### src/rtl/lane_pred_pkg.sv
package lane_pred_pkg;
  typedef enum logic [2:0] {
    BEATS_NONE  = 3'd0,
    BEATS_ONE   = 3'd1,
    BEATS_TWO   = 3'd2,
    BEATS_THREE = 3'd4,
    BEATS_CARRY = 3'd5
  } beat_code_e;

  // Number of completed beats a code stands for; reserved codes report none.
  function automatic logic [2:0] beats_done(input logic [2:0] code);
    case (code)
      BEATS_ONE:               return 3'd1;
      BEATS_TWO:               return 3'd2;
      BEATS_THREE, BEATS_CARRY: return 3'd3;
      default:                 return 3'd0;
    endcase
  endfunction

  function automatic logic code_is_legal(input logic [2:0] code);
    case (code)
      BEATS_NONE, BEATS_ONE, BEATS_TWO, BEATS_THREE, BEATS_CARRY: return 1'b1;
      default: return 1'b0;
    endcase
  endfunction
endpackage

### src/rtl/lpm_half_force.sv
module lpm_half_force #(
  parameter int LANES   = 16,
  parameter int FIELD_W = 4
) (
  input  logic [LANES-1:0]   pred_in,
  input  logic [FIELD_W-1:0] en_lo,
  input  logic [FIELD_W-1:0] en_hi,
  output logic [LANES-1:0]   pred_out
);
  localparam int HALF = LANES / 2;

  for (genvar i = 0; i < LANES; i++) begin : g_lane
    if (i < HALF) begin : g_lo
      assign pred_out[i] = pred_in[i] | (en_lo == '0);
    end else begin : g_hi
      assign pred_out[i] = pred_in[i] | (en_hi == '0);
    end
  end
endmodule

### src/rtl/lpm_tail_cut.sv
module lpm_tail_cut #(
  parameter int LANES  = 16,
  parameter int SIZE_W = 3,
  parameter int LOOP_W = 32
) (
  input  logic [SIZE_W-1:0] size_code,
  input  logic [LOOP_W-1:0] loop_cnt,
  output logic [LANES-1:0]  keep
);
  localparam int LOG2_LANES = $clog2(LANES);

  logic              size_ok;
  logic [SIZE_W-1:0] shamt;
  logic [LOOP_W-1:0] limit;
  logic [LOOP_W-1:0] len;
  logic              active;

  always_comb begin
    size_ok = size_code < SIZE_W'(LOG2_LANES);
    shamt   = size_ok ? (SIZE_W'(LOG2_LANES) - size_code) : '0;
    limit   = LOOP_W'(1) << shamt;
    len     = loop_cnt << size_code;
    active  = size_ok && (loop_cnt <= limit);
  end

  for (genvar i = 0; i < LANES; i++) begin : g_lane
    assign keep[i] = !active || (LOOP_W'(i) < len);
  end
endmodule

### src/rtl/lpm_beat_skip.sv
module lpm_beat_skip
  import lane_pred_pkg::*;
#(
  parameter int LANES  = 16,
  parameter int BEATS  = 4,
  parameter int COND_W = 4
) (
  input  logic [COND_W-1:0] cond,
  input  logic [2:0]        code,
  output logic [LANES-1:0]  keep,
  output logic              valid
);
  localparam int BEAT_LANES = LANES / BEATS;

  logic       skip_on;
  logic [2:0] done;

  always_comb begin
    skip_on = (cond == '0);
    done    = skip_on ? beats_done(code) : 3'd0;
    valid   = !skip_on || code_is_legal(code);
  end

  for (genvar i = 0; i < LANES; i++) begin : g_lane
    assign keep[i] = (3'(i / BEAT_LANES) >= done);
  end
endmodule

### src/rtl/lane_pred_mask.sv
module lane_pred_mask #(
  parameter int LANES   = 16,
  parameter int FIELD_W = 4,
  parameter int SIZE_W  = 3,
  parameter int LOOP_W  = 32,
  parameter int COND_W  = 4
) (
  input  logic [LANES-1:0]   pred_bits,
  input  logic [FIELD_W-1:0] half_en_lo,
  input  logic [FIELD_W-1:0] half_en_hi,
  input  logic [SIZE_W-1:0]  tail_size,
  input  logic [LOOP_W-1:0]  loop_count,
  input  logic [COND_W-1:0]  cond_field,
  input  logic [2:0]         beat_code,
  output logic [LANES-1:0]   lane_mask,
  output logic               beat_code_valid
);
  logic [LANES-1:0] pred_forced;
  logic [LANES-1:0] tail_keep;
  logic [LANES-1:0] beat_keep;

  lpm_half_force #(.LANES(LANES), .FIELD_W(FIELD_W)) u_half (
    .pred_in (pred_bits),
    .en_lo   (half_en_lo),
    .en_hi   (half_en_hi),
    .pred_out(pred_forced)
  );

  lpm_tail_cut #(.LANES(LANES), .SIZE_W(SIZE_W), .LOOP_W(LOOP_W)) u_tail (
    .size_code(tail_size),
    .loop_cnt (loop_count),
    .keep     (tail_keep)
  );

  lpm_beat_skip #(.LANES(LANES), .BEATS(4), .COND_W(COND_W)) u_beat (
    .cond (cond_field),
    .code (beat_code),
    .keep (beat_keep),
    .valid(beat_code_valid)
  );

  assign lane_mask = pred_forced & tail_keep & beat_keep;
endmodule

### config.mk
export PLATFORM = sky130hd
export DESIGN_NAME = lane_pred_mask
export DESIGN_NICKNAME = d
export VERILOG_FILES = /design/src/rtl/lane_pred_pkg.sv /design/src/rtl/lpm_half_force.sv /design/src/rtl/lpm_tail_cut.sv /design/src/rtl/lpm_beat_skip.sv /design/src/rtl/lane_pred_mask.sv
export SDC_FILE = /design/constraint.sdc
export NUM_CORES = 1
export LEC_CHECK = 0
export CORE_ASPECT_RATIO = 1.1
export CORE_MARGIN = 2
export CORE_UTILIZATION = 41
export DETAILED_ROUTE_END_ITERATION = 12
export GPL_ROUTABILITY_DRIVEN = 1
export PLACE_DENSITY = 0.95
export RECOVER_POWER = 25
export SLEW_MARGIN = 5
export SYNTH_ARGS = -nofsm -noshare
export SYNTH_HDL_FRONTEND = slang
export SYNTH_HIERARCHICAL = 1
export SYNTH_SLANG_ARGS = --single-unit
### constraint.sdc
create_clock -name vclk -period 13.15
set_input_delay 2.63 -clock vclk [all_inputs]
set_output_delay 2.63 -clock vclk [all_outputs]
set_load 0.005 [all_outputs]
==> results of run 1 <==
==> cell type report <==
class | instances | area, µm²
multi-input combinational | 160 | 1080
tap | 33 | 41.3
inverter | 5 | 18.8
fill | 261 | 852
timing repair buffer | 84 | 835
==> layer usage <==
layer | routed length (µm) | global-route usage, %
met2 | 1820 | 41.7
met5 | 0 | 0
met1 | 1470 | 23.2
met4 | 25 | 4.08
met3 | 323 | 3.31
==> stage by stage <==
step	cell area [µm²]	power [mW]
2_1_floorplan	1260	0.0266
3_3_place_gp	1990	0.0570
3_5_place_dp	1990	0.0582
4_1_cts	1990	0.0583
5_1_grt	1980	0.0634
6_report	1980	0.0576
==> where the power goes <==
part / internal (mW) / switching (mW)
combinational: 0.0346 / 0.0230
clock: 0 / 0
sequential: 0 / 0
total: 0.0346 / 0.0230
==> cells by family after synthesis <==
family          synth area share, %
other cells                   0.301
compound gates                 16.6
mux                            4.72
buf+inv                        12.9
fa+ha+maj                      10.1
simple gates                   55.5
==> worst max-delay path by stage <==
stage	end	slack, ns	cells past startpoint
final	lane_mask[5]	3.65	15
after global routing	lane_mask[5]	3.30	15
after CTS	lane_mask[5]	4.11	15
after detailed placement	lane_mask[5]	4.11	15
after floorplan	lane_mask[4]	5.23	14
after global placement	lane_mask[12]	4.24	15
==> layout by cell type (no fill, tap or decap), drive strengths merged, types with 2 or more instances in the layout <==
cell,synthesis,layout
a21oi,11,11
o211ai,2,2
nor3,7,7
o21ai,8,8
nor2b,6,6
nor2,15,15
nor4,10,10
clkdlybuf4s50,0,81
nand2,7,7
or2,20,20
nand2b,4,4
nor3b,2,2
o2111ai,3,3
nand3,10,10
mux2,2,2
ha,10,10
conb,1,4
dlygate4sd3,0,2
nand4,9,9
inv,5,5
and3,17,17
or4,2,2
a211oi,2,2
==> flow_summary.toml, run 1 <==
[power]
p_leak_nw = 0.716
ir_drop_v = 0.0000222
powerDensity_nw_per_um2 = 29.2

[route]
routed_wl_mm = 3.64
postRouteAntennaNets = 0
drtPass1Iterations = 4
vias = 1597
wl_per_cell_um = 12.9
via_per_inst = 5.66
drt_iter0_drc = 35
post-route-drc-count = 0

[yosys]
synth_common_cells = "19 x or2_1, 17 x and3_1, 14 x buf_4, 14 x nor2_1"
synth_area_um2 = 1240
synth_cell_types = 45
syn-instance-count = 181
yosysTopAreaCell = "ha_1"
yosysTopAreaCellShare_pct = 10.1
syn_avg_cell_area_um2 = 6.88
seq_area_frac_synth_pct = 0
yosysMostFrequentCell = "or2_1"
synth.area.top_cells = "ha_1 10%, or2_1 9.5%, and3_1 8.5%, buf_4 8.4%, nor4_4 5.1%"
synth_warnings = 6

[floorplan]
start_util_pct = 44.0
die_w_um = 56.5
dieArea_um2 = 3490
pin_count = 83
num_rows = 20
core-area_um2 = 2830
die_y_um = 61.8

[timing]
tightest_slew_ns = 0.606
finalWorstSetupSlack_ns = 3.65
drv_slew = 0
min_period_ns = 9.50
finalSetupViolations = 0
fin_tns_setup_ns = 0
rsz0062_at_grt = "no"
whs_ns = 6.28
fin_crit_sh_pct = 72.2
hold_viol = 0
maxSlewHeadroom_pct = 59.5
fmax_ghz = 0.105

[clocking]
post_cts_resized = 0
post-cts-setup-buffers = 0
cts-hold-fix-buffers = 0

[layout]
syn_to_final_growth_pct = 58.7
regArea_um2 = 0
fin_nets = 327
clock_buffers = 0
final_cells = 282
seq_cells = 0
drive_gt1_share_pct = 5.62
final_util_pct = 69.9
diodes = 0

[global_routing]
antenna_found_initial = 0
overflow = 0
grt_pass1_wl_mm = 6.04
groute.usage.overall_pct = 20.7
grt_max_degree = 17
first_global_vias = 1503

[min_path]
hold_depth = 3
min_to = "beat_code_valid"
min_path_type = "in -> out"
min_from = "beat_code[0]"

[worst_setup_path]
cp_common_cell = "ha_1"
cp_max_fo = 16
cpLargestDelayFamily = "buffers and inverters"
worstSetupPathType = "in -> out"
cp_slowest_cell = "dlygate4sd3_1"
critPathRequiredTime_ns = 10.52
worstSetupEndpointType = "output port"
crit_chain = "dlygate4sd3_1 > inv_1 > ha_1 > ha_1 > nand2b_1 > nor2_1 > nand3_1 > ha_1 > o21ai_0 > nor2_1 > o31ai_1 > clkbuf_1 > o2111ai_1 > and3_1 > clkdlybuf4s50_1"
slowest_delay_ns = 0.92
cp.arrival_ns = 6.87
critPathLaunch = "tail_size[0]"
crit_buf_inv = 4
startpoint_type = "input pin"

[run_status]
status = "complete, no violations"

[placed_design]
portBuffers = 83
dp.cells = 282
dp_hpwl_mm = 3.12
gp_congestion = 0.926
dp_slack_ns = 4.11

[run]
cap_viol_max_count = 0
Power figures use the tool's default switching activity.
==> run 2: changes to the inputs <==
--- a/config.mk
+++ b/config.mk
@@ -7,10 +7,10 @@
 export LEC_CHECK = 0
 export CORE_ASPECT_RATIO = 1.1
 export CORE_MARGIN = 2
-export CORE_UTILIZATION = 41
+export CORE_UTILIZATION = 34
 export DETAILED_ROUTE_END_ITERATION = 12
 export GPL_ROUTABILITY_DRIVEN = 1
-export PLACE_DENSITY = 0.95
+export PLACE_DENSITY = 0.91
 export RECOVER_POWER = 25
 export SLEW_MARGIN = 5
 export SYNTH_ARGS = -nofsm -noshare
==> constraint.sdc (replaced) <==
create_clock -name vclk -period 8
set_input_delay 1.6 -clock vclk [all_inputs]
set_output_delay 1.6 -clock vclk [all_outputs]
set_load 0.005 [all_outputs]
==> run 2 against run 1 <==
- critical path depth is the same
- via count grew 0.44%
- utilization shrank 14 points
- routed wire length grew 5.3%
- total power grew 66%
- die area grew 19%
- design area grew 1.3%
- flip-flop and latch count is the same
- setup slack lost 2.9 ns
- global-route usage shrank 2.8 points
==> flow_summary.toml, run 2 (synthesis gave the netlist of run 1 again) <==
[run_status]
status = "complete, no violations"

[layout]
syn_to_final_growth_pct = 60.7
seq_cells = 0
diodes = 0
drive_gt1_share_pct = 6.02
mostFrequentLayoutCells = "81 x clkdlybuf4s50_1, 19 x or2_1, 17 x and3_1"
regArea_um2 = 0
multi_input_area_um2 = 1080
clock_buffers = 0
layout_commonest_cell = "clkdlybuf4s50_1"
fin_nets = 327
num-fill-cells = 353

[floorplan]
die_w_um = 61.7
start_util_pct = 34.9
die_y_um = 67.5
pin_count = 83
dieArea_um2 = 4160
num_rows = 23
core-area_um2 = 3570

[timing]
fin_crit_sh_pct = 90.5
finalSetupViolations = 0
tightest_slew_ns = 0.576
min_period_ns = 7.24
rsz0062_at_grt = "no"
maxSlewHeadroom_pct = 61.5
hold_viol = 0
fmax_ghz = 0.138
fin_tns_setup_ns = 0
drv_slew = 0

[worst_setup_path]
worstSetupPathType = "in -> out"
worstSetupEndpointType = "output port"
crit_chain = "dlygate4sd3_1 > inv_1 > ha_1 > ha_1 > nor2_1 > o21ai_0 > ha_1 > nor2b_1 > o211ai_1 > a21oi_1 > o31ai_1 > buf_4 > nand3_1 > and3_1 > dlygate4sd3_1"
cp.arrival_ns = 5.64
cp_common_cell = "ha_1"
startpoint_type = "input pin"
critPathRequiredTime_ns = 6.40
cp_max_fo = 16
cp_slowest_cell = "dlygate4sd3_1"
slowest_delay_ns = 0.90

[route]
vias = 1604
wl_per_cell_um = 12.8
via_per_inst = 5.36
drt_iter0_drc = 30
post-route-drc-count = 0
drtPass1Iterations = 4
postRouteAntennaNets = 0
routed_wl_mm = 3.83

[power]
powerDensity_nw_per_um2 = 47.8
p_int_mw = 0.0575
p_sw_share_pct = 39.9
ir_drop_v = 0.0000280
seqPwrFrac_pct = 0
p_sw_mw = 0.0382
p_leak_nw = 0.718
clkPwrFrac_pct = 0
pwr-share-comb_pct = 100.0
power_mw = 0.0957

[global_routing]
groute.usage.overall_pct = 17.9
overflow = 0
grt_pass1_wl_mm = 5.98
first_global_vias = 1469
antenna_found_initial = 0
grt_max_degree = 17

[placed_design]
dp_hpwl_mm = 3.34
portBuffers = 83
gp_congestion = 0.870

[clocking]
post_cts_resized = 0
cts-hold-fix-buffers = 0
post-cts-setup-buffers = 0

[min_path]
min_path_type = "in -> out"

[run]
cap_viol_max_count = 0
## run 2: changes by cell type in the layout (fill, tap and decap cells not counted)
cell and change:
buf_4 +1, clkbuf_1 -1
## run 2: final timing paths
kind	from	to	slack, ns	depth (start not counted)
setup / recovery	tail_size[0]	lane_mask[11]	0.76	15
hold / removal	beat_code[0]	beat_code_valid	4.24	3
## run 2: cell type report
| type | instances | area share (%) |
|---|---|---|
| Inverter | 5 | 0.938 |
| Multi-Input combinational cell | 160 | 54.0 |
| Timing Repair Buffer | 84 | 41.9 |
| Tap cell | 50 | 3.13 |
## run 2: power by group through the flow
stage                     logic (mW)  clock network, mW  registers [mW]
after floorplan               0.0438                  0               0
after global placement        0.0941                  0               0
after detailed placement      0.0959                  0               0
after CTS                     0.0964                  0               0
after global routing           0.105                  0               0
final                         0.0957                  0               0
## run 2: routing by layer
layer / up-vias / global-route usage (%) / part of all wire (%)
met1: 734 / 18.8 / 38
met2: 69 / 37.9 / 53
met5: - / 0 / 0
met4: 0 / 0.798 / 0.26
li1: 799 / - / -
met3: 2 / 1.72 / 8.8
## run 2: critical path: cells and delay by family
family / cells / cell delay, ns
buf+inv: 4 / 1.92
fa+ha+maj: 3 / 0.88
compound gates: 4 / 0.76
simple gates: 4 / 0.46
## run 2: per-stage QoR
stage / utilization [%] / cells / hold WS [ns] / cell area [µm²] / worst slack, ns
4_1_cts: 56.5 / 299 / 4.24 / 2020 / 0.961
2_1_floorplan: - / 184 / 3.27 / 1260 / 2.14
5_1_grt: 56.1 / 299 / 4.28 / 2000 / 0.542
3_3_place_gp: 56.5 / 299 / 4.24 / 2020 / 1.08
6_report: 56.1 / 299 / 4.24 / 2000 / 0.760
3_5_place_dp: 56.5 / 299 / 4.24 / 2020 / 0.977
==> run 3: changes to the inputs <==
--- a/config.mk
+++ b/config.mk
@@ -10,6 +10,7 @@
 export CORE_UTILIZATION = 34
 export DETAILED_ROUTE_END_ITERATION = 12
 export GPL_ROUTABILITY_DRIVEN = 1
+export GPL_TIMING_DRIVEN = 0
 export PLACE_DENSITY = 0.91
 export RECOVER_POWER = 25
 export SLEW_MARGIN = 5
==> run 3 against run 2 <==
- sequential share of layout area is the same
- non-clock buffer count up 17
- combinational power rose by 3.8%
- cell count increased by 5.7%
- setup slack got worse by 0.24 ns
- critical path type unchanged
- via count increased by 2.1%
- largest power group unchanged
==> flow_summary.toml, run 3 (synthesis gave the netlist of run 1 again) <==
[floorplan]
num_rows = 23
core-area_um2 = 3570
die_w_um = 61.7
start_util_pct = 34.9
die_y_um = 67.5
pin_count = 83
dieArea_um2 = 4160

[worst_setup_path]
worstSetupEndpointType = "output port"
crit_chain = "dlygate4sd3_1 > clkbuf_1 > inv_2 > ha_1 > ha_1 > nor2b_1 > nand2_1 > ha_1 > a211oi_1 > nor2_1 > o31ai_1 > buf_2 > nand4_1 > and3_1 > clkdlybuf4s50_1"
crit_buf_inv = 5
cp_common_cell = "ha_1"
worstSetupPathType = "in -> out"
cp_max_fo = 10
crit_path_end = "lane_mask[4]"
cp_slowest_cell = "o31ai_1"
worstSetupPathDepth = 15
startpoint_type = "input pin"
slowest_delay_ns = 0.66
critPathLaunch = "tail_size[1]"
cpLargestDelayFamily = "buffers and inverters"
cp.arrival_ns = 5.88
critPathRequiredTime_ns = 6.40

[route]
wl_per_cell_um = 12.5
postRouteAntennaNets = 0
vias = 1638
drt_iter0_drc = 43
routed_wl_mm = 3.96
post-route-drc-count = 0
drtPass1Iterations = 4
via_per_inst = 5.18

[clocking]
post-cts-setup-buffers = 0
cts-hold-fix-buffers = 0
post_cts_resized = 0

[timing]
fin_crit_sh_pct = 93.5
tightest_slew_ns = 0.748
whs_ns = 4.24
hold_viol = 0
drv_slew = 0
maxSlewHeadroom_pct = 49.7
fmax_ghz = 0.134
finalWorstSetupSlack_ns = 0.520
rsz0062_at_grt = "no"
fin_tns_setup_ns = 0
finalSetupViolations = 0
min_period_ns = 7.48

[power]
powerDensity_nw_per_um2 = 46.7
p_leak_nw = 0.790
power_mw = 0.0993
ir_drop_v = 0.0000238

[min_path]
min_from = "beat_code[0]"
min_path_type = "in -> out"

[layout]
syn_to_final_growth_pct = 70.7
clock_buffers = 0
mostFrequentLayoutCells = "81 x clkdlybuf4s50_1, 19 x or2_1, 17 x and3_1"
seq_cells = 0
drive_gt1_share_pct = 12.0
fin_nets = 344
diodes = 0
layout_commonest_cell = "clkdlybuf4s50_1"
fin_area_um2 = 2120
final_cells = 316
final_util_pct = 59.5
regArea_um2 = 0

[placed_design]
place_area_um2 = 2140
dp_slack_ns = 0.623
dp_hpwl_mm = 3.49
portBuffers = 82
gp_congestion = 0.877
dp.cells = 316

[global_routing]
grt_pass1_wl_mm = 6.08
overflow = 0
grt_max_degree = 11
groute.usage.overall_pct = 18.3
first_global_vias = 1506
antenna_found_initial = 0

[run_status]
status = "complete, no violations"

[run]
cap_viol_max_count = 0
run 3: changes by cell type in the layout (fill, tap and decap cells not counted), sizes merged:
cell	delta
buf	+17
clkbuf	+1
dlygate4sd3	-1
run 3: report_power, final:
part           switching, mW  internal (mW)
logic                 0.0392         0.0601
registers                  0              0
clock network              0              0
run 3: area by class of cell:
type / instances / area, µm²
Tap cell: 50 / 62.6
Buffer: 19 / 141
Inverter: 5 / 18.8
Fill cell: 355 / 1440
Multi-Input combinational cell: 160 / 1080
Timing Repair Buffer: 82 / 821
run 3: how the worst min path moves through the flow:
| stage | slack (ns) | end | cells after the start |
|---|---|---|---|
| after floorplan | 3.27 | beat_code_valid | 1 |
| after global placement | 4.24 | beat_code_valid | 3 |
| after detailed placement | 4.24 | lane_mask[2] | 6 |
| after CTS | 4.24 | lane_mask[2] | 6 |
| after global routing | 4.29 | lane_mask[2] | 6 |
| final | 4.24 | beat_code_valid | 3 |
run 3: metal layers:
layer / track usage, % / wire (µm) / part of all wire [%] / up-vias
li1: - / - / - / 836
met1: 19.5 / 1480 / 38 / 734
met2: 38.3 / 2140 / 54 / 66
met3: 1.72 / 325 / 8.2 / 2
met4: 1.33 / 12 / 0.30 / 0
met5: 0 / 0 / 0 / -
